$ cat config.mk
export PLATFORM = sky130hd
export DESIGN_NAME = pio_cmd_regs
export DESIGN_NICKNAME = d
export VERILOG_FILES = /design/src/rtl/pio_pkg.sv /design/src/rtl/pio_op_check.sv /design/src/rtl/pio_win_ram.sv /design/src/rtl/pio_bus_stub.sv /design/src/rtl/pio_cmd_regs.sv
export SDC_FILE = /design/constraint.sdc
export NUM_CORES = 1
export LEC_CHECK = 0
export CORE_ASPECT_RATIO = 0.9
export CORE_MARGIN = 1
export CORE_UTILIZATION = 66
export DETAILED_ROUTE_END_ITERATION = 10
export DONT_BUFFER_PORTS = 1
export PLACE_DENSITY_LB_ADDON = 0.12
export SYNTH_ARGS = -nofsm -noshare
export SYNTH_HDL_FRONTEND = slang
export SYNTH_SLANG_ARGS = --single-unit
$ cat constraint.sdc
create_clock -name clk -period 11.8 [get_ports clk]
set_input_delay 3.54 -clock clk [delete_from_list [all_inputs] [get_ports clk]]
set_output_delay 3.54 -clock clk [all_outputs]
set_load 0.05 [all_outputs]
$ cat src/rtl/pio_pkg.sv
package pio_pkg;
  // register word addresses
  localparam int A_STAT = 0;
  localparam int A_CTRL = 1;
  localparam int A_TGT  = 2;
  localparam int A_WRRD = 3;

  // status bits
  localparam int B_BUSY = 0;
  localparam int B_ERR  = 1;
  localparam int B_DONE = 2;

  // control fields
  localparam int OPW     = 5;
  localparam int OP_LSB  = 16;
  localparam int B_IE    = 24;
  localparam int B_GO    = 31;
  localparam int B_WR_EN = 31;

  typedef enum logic [OPW-1:0] {
    OP_SPI_RD = 5'h04,
    OP_SPI_WR = 5'h06,
    OP_SUB_RD = 5'h12,
    OP_SUB_WR = 5'h13,
    OP_DEV_RD = 5'h14,
    OP_DEV_WR = 5'h18,
    OP_WR_RD  = 5'h1C
  } op_e;

  typedef enum logic [2:0] {
    S_IDLE, S_WAIT, S_DRAIN, S_FILL, S_FIN
  } eng_st_e;
endpackage

$ cat src/rtl/pio_op_check.sv
module pio_op_check
  import pio_pkg::*;
(
  input  logic [OPW-1:0] op,
  input  logic           port_i2c,
  input  logic           wrrd_en,
  output logic           ok,
  output logic           is_rd,
  output logic           is_wr,
  output logic           is_wrrd
);
  always_comb begin
    ok      = 1'b0;
    is_rd   = 1'b0;
    is_wr   = 1'b0;
    is_wrrd = 1'b0;
    case (op)
      OP_SPI_RD: begin ok = !port_i2c; is_rd = 1'b1; end
      OP_SPI_WR: begin ok = !port_i2c; is_wr = 1'b1; end
      OP_SUB_RD,
      OP_DEV_RD: begin ok = port_i2c;  is_rd = 1'b1; end
      OP_SUB_WR,
      OP_DEV_WR: begin ok = port_i2c;  is_wr = 1'b1; end
      OP_WR_RD: begin
        ok      = port_i2c && wrrd_en;
        is_rd   = 1'b1;
        is_wr   = 1'b1;
        is_wrrd = 1'b1;
      end
      default: ok = 1'b0;
    endcase
  end
endmodule

$ cat src/rtl/pio_win_ram.sv
module pio_win_ram #(
  parameter  int DW    = 32,
  parameter  int DEPTH = 8,
  localparam int AW    = $clog2(DEPTH)
) (
  input  logic          clk,
  input  logic          we,
  input  logic [AW-1:0] waddr,
  input  logic [DW-1:0] wdata,
  input  logic [AW-1:0] raddr,
  output logic [DW-1:0] rdata
);
  logic [DW-1:0] mem [DEPTH];

  always_ff @(posedge clk) begin
    if (we) mem[waddr] <= wdata;
    rdata <= mem[raddr];
  end
endmodule

$ cat src/rtl/pio_bus_stub.sv
module pio_bus_stub
  import pio_pkg::*;
#(
  parameter  int DW      = 32,
  parameter  int DEPTH   = 8,
  parameter  int LAT_CYC = 16,
  parameter  int BC_W    = 8,
  parameter  int TA_W    = 16,
  localparam int AW      = $clog2(DEPTH),
  localparam int CW      = $clog2(LAT_CYC + 1),
  localparam int BUF_B   = DEPTH * 4
) (
  input  logic            clk,
  input  logic            rst,
  input  logic            start,
  input  logic            is_rd,
  input  logic [OPW-1:0]  op,
  input  logic [TA_W-1:0] tgt,
  input  logic [BC_W-1:0] req_bc,
  input  logic [BC_W-1:0] send_bc,
  output logic            we,
  output logic [AW-1:0]   waddr,
  output logic [DW-1:0]   wdata,
  output logic            fin,
  output logic [BC_W-1:0] act_bc
);
  eng_st_e         st;
  logic [CW-1:0]   cnt;
  logic [AW:0]     idx, n_rd, n_wr;
  logic            rd_q;
  logic [OPW-1:0]  op_q;
  logic [TA_W-1:0] tgt_q;
  logic [BC_W-1:0] act_q, rd_bytes, wr_bytes;

  // clamp lengths to the window size
  always_comb begin
    if (int'(req_bc) > BUF_B) rd_bytes = BC_W'(BUF_B);
    else                      rd_bytes = req_bc;
    if (int'(send_bc) > BUF_B) wr_bytes = BC_W'(BUF_B);
    else                       wr_bytes = send_bc;
  end

  always_ff @(posedge clk) begin
    if (rst) begin
      st    <= S_IDLE;
      cnt   <= '0;
      idx   <= '0;
      n_rd  <= '0;
      n_wr  <= '0;
      rd_q  <= 1'b0;
      op_q  <= '0;
      tgt_q <= '0;
      act_q <= '0;
    end else begin
      case (st)
        S_IDLE: if (start) begin
          st    <= S_WAIT;
          cnt   <= CW'(LAT_CYC - 1);
          rd_q  <= is_rd;
          op_q  <= op;
          tgt_q <= tgt;
          n_rd  <= is_rd ? (AW+1)'((int'(rd_bytes) + 3) / 4) : '0;
          n_wr  <= (AW+1)'((int'(wr_bytes) + 3) / 4);
          act_q <= is_rd ? rd_bytes : req_bc;
        end
        S_WAIT: begin
          if (cnt == '0) begin
            idx <= '0;
            if (n_wr != '0)                  st <= S_DRAIN;
            else if (rd_q && (n_rd != '0))   st <= S_FILL;
            else                             st <= S_FIN;
          end else begin
            cnt <= cnt - 1'b1;
          end
        end
        S_DRAIN: begin
          if (idx == n_wr - 1'b1) begin
            idx <= '0;
            st  <= (rd_q && (n_rd != '0)) ? S_FILL : S_FIN;
          end else begin
            idx <= idx + 1'b1;
          end
        end
        S_FILL: begin
          if (idx == n_rd - 1'b1) st <= S_FIN;
          idx <= idx + 1'b1;
        end
        S_FIN:   st <= S_IDLE;
        default: st <= S_IDLE;
      endcase
    end
  end

  assign we     = (st == S_FILL);
  assign waddr  = idx[AW-1:0];
  assign wdata  = DW'({16'(tgt_q), 8'(op_q), 8'(idx)});
  assign fin    = (st == S_FIN);
  assign act_bc = act_q;
endmodule

$ cat src/rtl/pio_cmd_regs.sv
module pio_cmd_regs
  import pio_pkg::*;
#(
  parameter  int ADDR_W     = 5,
  parameter  int DATA_WORDS = 8,
  parameter  int WIN_BASE   = 8,
  parameter  int LAT_CYC    = 16,
  parameter  int BC_W       = 8,
  parameter  int TA_W       = 16,
  localparam int DW         = 32,
  localparam int WIN_AW     = $clog2(DATA_WORDS)
) (
  input  logic              clk,
  input  logic              rst,
  input  logic              port_i2c,
  input  logic              bus_wr,
  input  logic              bus_rd,
  input  logic [ADDR_W-1:0] bus_addr,
  input  logic [DW-1:0]     bus_wdata,
  output logic [DW-1:0]     bus_rdata,
  output logic              irq
);
  // state
  logic            busy_q, err_q, done_q, ie_q, irq_q;
  logic [BC_W-1:0] bc_q, wbc_q;
  logic [OPW-1:0]  op_q;
  logic [TA_W-1:0] tgt_q;
  logic            wrrd_en_q;
  logic [DW-1:0]   reg_rd_q;
  logic            sel_win_q;

  // decode
  logic stat_wr, ctrl_wr, tgt_wr, wrrd_wr, in_win, host_we;
  logic go_req, launch_ok, bad_go;
  logic [WIN_AW-1:0] win_idx;

  assign in_win  = (int'(bus_addr) >= WIN_BASE) && (int'(bus_addr) < WIN_BASE + DATA_WORDS);
  assign win_idx = WIN_AW'(bus_addr - ADDR_W'(WIN_BASE));
  assign stat_wr = bus_wr && (bus_addr == ADDR_W'(A_STAT));
  assign ctrl_wr = bus_wr && (bus_addr == ADDR_W'(A_CTRL));
  assign tgt_wr  = bus_wr && (bus_addr == ADDR_W'(A_TGT));
  assign wrrd_wr = bus_wr && (bus_addr == ADDR_W'(A_WRRD));
  assign host_we = bus_wr && in_win && !busy_q;

  // opcode legality, judged on the opcode being written with go
  logic [OPW-1:0] new_op;
  logic chk_ok, chk_rd, chk_wr, chk_wrrd;
  assign new_op = bus_wdata[OP_LSB +: OPW];

  pio_op_check u_chk_op (
    .op      (new_op),
    .port_i2c(port_i2c),
    .wrrd_en (wrrd_en_q),
    .ok      (chk_ok),
    .is_rd   (chk_rd),
    .is_wr   (chk_wr),
    .is_wrrd (chk_wrrd)
  );

  assign go_req    = ctrl_wr && bus_wdata[B_GO] && !busy_q;
  assign launch_ok = go_req && chk_ok;
  assign bad_go    = go_req && !chk_ok;

  // engine
  logic            eng_we, eng_fin;
  logic [WIN_AW-1:0] eng_waddr;
  logic [DW-1:0]   eng_wdata;
  logic [BC_W-1:0] eng_act, new_bc, send_bc;

  assign new_bc  = bus_wdata[BC_W-1:0];
  assign send_bc = !chk_wr ? '0 : (chk_wrrd ? wbc_q : new_bc);

  logic eng_is_rd_q;

  pio_bus_stub #(
    .DW(DW), .DEPTH(DATA_WORDS), .LAT_CYC(LAT_CYC), .BC_W(BC_W), .TA_W(TA_W)
  ) u_eng (
    .clk    (clk),
    .rst    (rst),
    .start  (launch_ok),
    .is_rd  (chk_rd),
    .op     (new_op),
    .tgt    (tgt_q),
    .req_bc (new_bc),
    .send_bc(send_bc),
    .we     (eng_we),
    .waddr  (eng_waddr),
    .wdata  (eng_wdata),
    .fin    (eng_fin),
    .act_bc (eng_act)
  );

  // window memory: engine owns the write port while busy
  logic              ram_we;
  logic [WIN_AW-1:0] ram_waddr;
  logic [DW-1:0]     ram_wdata, ram_q;

  assign ram_we    = eng_we || host_we;
  assign ram_waddr = eng_we ? eng_waddr : win_idx;
  assign ram_wdata = eng_we ? eng_wdata : bus_wdata;

  pio_win_ram #(.DW(DW), .DEPTH(DATA_WORDS)) u_ram (
    .clk  (clk),
    .we   (ram_we),
    .waddr(ram_waddr),
    .wdata(ram_wdata),
    .raddr(win_idx),
    .rdata(ram_q)
  );

  // flag next state: set events outrank write-one-to-clear
  logic n_busy, n_err, n_done, n_ie;
  always_comb begin
    n_busy = busy_q;
    n_err  = err_q;
    n_done = done_q;
    if (stat_wr) begin
      if (bus_wdata[B_ERR])  n_err  = 1'b0;
      if (bus_wdata[B_DONE]) n_done = 1'b0;
    end
    if (launch_ok) begin
      n_busy = 1'b1;
      n_err  = 1'b0;
      n_done = 1'b0;
    end
    if (bad_go) begin
      n_err  = 1'b1;
      n_done = 1'b1;
    end
    if (eng_fin) begin
      n_busy = 1'b0;
      n_done = 1'b1;
    end
    n_ie = (ctrl_wr && !busy_q) ? bus_wdata[B_IE] : ie_q;
  end

  always_ff @(posedge clk) begin
    if (rst) begin
      busy_q      <= 1'b0;
      err_q       <= 1'b0;
      done_q      <= 1'b0;
      ie_q        <= 1'b0;
      irq_q       <= 1'b0;
      bc_q        <= '0;
      op_q        <= '0;
      tgt_q       <= '0;
      wbc_q       <= '0;
      wrrd_en_q   <= 1'b0;
      eng_is_rd_q <= 1'b0;
    end else begin
      busy_q <= n_busy;
      err_q  <= n_err;
      done_q <= n_done;
      ie_q   <= n_ie;
      irq_q  <= n_ie && n_done;
      if (ctrl_wr && !busy_q) begin
        bc_q <= new_bc;
        op_q <= new_op;
      end
      if (launch_ok) eng_is_rd_q <= chk_rd;
      if (eng_fin && eng_is_rd_q) bc_q <= eng_act;
      if (tgt_wr && !busy_q) tgt_q <= bus_wdata[TA_W-1:0];
      if (wrrd_wr && !busy_q) begin
        wbc_q     <= bus_wdata[BC_W-1:0];
        wrrd_en_q <= bus_wdata[B_WR_EN];
      end
    end
  end

  // register read path
  logic [DW-1:0] rd_mux;
  always_comb begin
    rd_mux = '0;
    if (bus_addr == ADDR_W'(A_STAT)) begin
      rd_mux[B_BUSY] = busy_q;
      rd_mux[B_ERR]  = err_q;
      rd_mux[B_DONE] = done_q;
    end else if (bus_addr == ADDR_W'(A_CTRL)) begin
      rd_mux[BC_W-1:0]        = bc_q;
      rd_mux[OP_LSB +: OPW]   = op_q;
      rd_mux[B_IE]            = ie_q;
    end else if (bus_addr == ADDR_W'(A_TGT)) begin
      rd_mux[TA_W-1:0] = tgt_q;
    end else if (bus_addr == ADDR_W'(A_WRRD)) begin
      rd_mux[BC_W-1:0] = wbc_q;
      rd_mux[B_WR_EN]  = wrrd_en_q;
    end
  end

  always_ff @(posedge clk) begin
    if (rst) begin
      reg_rd_q  <= '0;
      sel_win_q <= 1'b0;
    end else if (bus_rd) begin
      reg_rd_q  <= rd_mux;
      sel_win_q <= in_win;
    end
  end

  assign bus_rdata = sel_win_q ? ram_q : reg_rd_q;
  assign irq       = irq_q;
endmodule

==> summary.md <==
| Metric | Value |
|---|---|
| Routability cong. | `0.847` |
| Multi-input logic area | `5330 sq um` |
| WL/cell | `24.8 um` |
| DRC | `0` |
| Primary FF master, synth | `edfxtp_1` |
| CP Depth | `1` |
| Register bit total from synthesis | `406` |
| Root buffer cell | `clkbuf_16` |
| Yosys top cell area share | `0.470` |
| Clock Latency Late Sink | `0.53 ns` |
| Final worst setup slack | `6.14 ns` |
| Post-synth top area cell | `edfxtp_1` |
| Initial antenna violation count | `0` |
| DP HPWL | `22.3 mm` |
| Global route total overflow | `0` |
| Maximum vdd drop | `0.175 mV` |
| Synth Area per Inst | `13.3 sq um` |
| Max-slew violations | `0` |
| Power Density | `160 nW/um^2` |
| Worst path required time | `8.26 ns` |
| Max Fclk | `177 MHz` |
| Final Hold Fails | `0` |
| IO buf count | `0` |
| Hold buffer count at cts | `0` |
| CP startpoint | `sel_win_q` |
| Area growth syn-to-layout | `8.62%` |
| CP top delay family | `flip-flops` |
| First DRT Iteration DRCs | `914` |
| R2r endpoint | `u_ram.mem[5][16]` |
| Vias in the first global route | `9747` |
| Critical Path End | `bus_rdata[12]` |
| Vias per cell | `6.49` |
| Clk pin slew, worst setup/hold paths | `0.06 ns` |
| Fin Setup TNS | `0 ns` |
| DIE HEIGHT | `151 um` |
| Commonest non-fill, non-tap cells in the layout | `256 x edfxtp_1, 237 x nand2_1, 149 x dfxtp_1` |
| Post-Syn Area | `16400 sq um` |
| Layout cells sized above 1 | `0.161` |
| Die Wd | `168 um` |
| Leak pwr | `5.92 nW` |
| Worst slew pin tran | `1.35 ns` |
| Ranking of synthesized cells by area | `edfxtp_1 47%, dfxtp_1 18%, mux4_2 8.8%` |
| CP endpoint kind | `output port` |
| FF-to-FF Start | `u_eng.st[1]` |
| WP data arrival | `2.12 ns` |
| Total core area | `24300 sq um` |
| CTS tree | `yes` |
| Pin count of the biggest net entering global routing | `119` |
| WP buf/inv | `0` |
| Full die area | `25400 sq um` |
| Synthesized net count | `1281` |
| Routed wire length | `38.2 mm` |
| Path depth of the worst reg2reg path | `6` |
| Post-synth EDFFs | `256` |
| CP startpoint kind | `register` |
| GRT Total Usage | `0.308` |
| Post_cts resized | `0` |
| Syn Inst Count | `1233` |
| Number of routed nets with antenna violations | `0` |
| Clock Path Buffers | `3` |
| Post-CTS setup buffer count | `0` |
| RSZ-0062 raised after global routing | `no` |
| Crit path cell chain | `mux2_2` |
| Cell row count | `54` |
| Async set or reset register ratio after synthesis | `0` |
| Register area share after synthesis | `0.653` |
| CTS sink cnt | `406` |
| Nets@finish | `1249` |
| Final setup fails | `0` |
| Drt pass-1 iters | `7` |
| Final period utilization | `0.479` |
| Minimum clock period | `5.66 ns` |
| Setup Crit Path Kind | `register to output port` |
| Worst slack, placed | `5.95 ns` |
| Via Count | `9998` |
| Max Cap Violations | `0` |
| First-pass GRT wire length | `57.4 mm` |
| R2r setup slk | `7.94 ns` |
| Number of placed I/O pins | `75` |
| Commonest non-fill, non-tap cell in the layout | `edfxtp_1` |
| Yosys warns | `0` |
| Max FO, Critical Path | `33` |
| H-tree depth | `2` |
| Initial Util | `0.675` |
| Ant. Diodes | `0` |
| Slowest stage delay, CP | `1.01 ns` |
| Register area | `10700 sq um` |
| Max-slew headroom | `0.0963` |
| Critical path's slowest cell | `dfxtp_2` |
| Hold Path Class | `register to register` |
| Filler instances | `1547` |
| Outcome | `completed` |
| Synth cell types | `62` |
| Layout Skew | `0.0126 ns` |
| TritonCTS buffer count | `40` |
| Post-route total power | `0.00284 W` |
==> Yosys cell counts, types with 16 or more instances <==
library cell,number
edfxtp_1,256
nand2_1,238
dfxtp_1,150
a21oi_1,82
nor2_1,66
mux4_2,64
mux2_2,56
clkbuf_1,55
nand3_1,25
nor3_1,22
a22oi_1,16
and2_1,16
inv_1,16
==> where the power goes <==
part,internal [W],total [W],switching (W),leakage (nW)
Combinational,0.0000403,0.0000959,0.0000555,1.79
Clock,0.000702,0.00122,0.000514,0.602
Sequential,0.00152,0.00153,0.00000721,3.53
==> flip-flops by register name (all words and copies together) (netlist names), 3 cells and up <==
name	flops
u_eng.st	3
u_eng.tgt_q	16
wbc_q	8
op_q	5
u_eng.op_q	5
reg_rd_q	23
u_ram.mem	256
bc_q	8
u_eng.cnt	5
u_eng.idx	4
u_eng.n_wr	4
u_eng.n_rd	4
u_ram.rdata	32
u_eng.act_bc	8
tgt_q	16
==> worst min-delay path by stage <==
stage                                from         endpoint  slack, ns  cells past startpoint
final                      u_eng.tgt_q[8]   u_eng.tgt_q[8]       0.45                      2
after global routing      u_eng.act_bc[0]  u_eng.act_bc[0]       0.47                      2
after CTS                  u_eng.tgt_q[1]   u_eng.tgt_q[1]       0.45                      2
after detailed placement   u_eng.tgt_q[3]   u_eng.tgt_q[3]       0.44                      2
after global placement     u_eng.tgt_q[1]   u_eng.tgt_q[1]       0.43                      2
after floorplan             u_eng.op_q[1]    u_eng.op_q[1]       0.43                      2
==> cell families (layout without fill, tap and decap cells) <==
group                      count (synthesis)  after routing  synth area share
AOI/OAI and AO/OA                        157            157            0.0602
xor gates and xnor gates                  16             16           0.00941
adders and majority gates                  6              6           0.00459
buffers and inverters                     98             98            0.0249
DFF                                      406            406             0.653
muxes                                    134            134             0.135
and+or+nand+nor                          416            416             0.112
==> metal layers <==
| layer | global-route usage | part of all wire | vias to the layer above | wire length, um |
|---|---|---|---|---|
| li1 | - | - | 4461 | - |
| met1 | 0.417 | 0.40 | 4984 | 15400 |
| met2 | 0.491 | 0.47 | 480 | 18000 |
| met3 | 0.0763 | 0.099 | 73 | 3760 |
| met4 | 0.106 | 0.026 | 0 | 982 |
| met5 | 0 | 0 | - | 0 |
==> layout make-up <==
| class | count | share of cell area |
|---|---|---|
| Clock inverter | 15 | 0.00746 |
| Multi-Input combinational cell | 729 | 0.300 |
| Tap cell | 308 | 0.0217 |
| Sequential cell | 406 | 0.602 |
| Inverter | 17 | 0.00359 |
| Clock buffer | 59 | 0.0627 |
| Timing Repair Buffer | 7 | 0.00296 |
==> per-stage QoR <==
stage,hold slack [ns],utilization,instance area (sq um),instances
floorplan,0.429,-,16400,1233
global placement,0.434,0.681,16500,1467
detailed placement,0.438,0.681,16500,1467
CTS,0.452,0.733,17800,1541
global route,0.473,0.733,17800,1541
finish,0.452,0.733,17800,1541
Note: power is estimated with default switching activity, not from simulation.
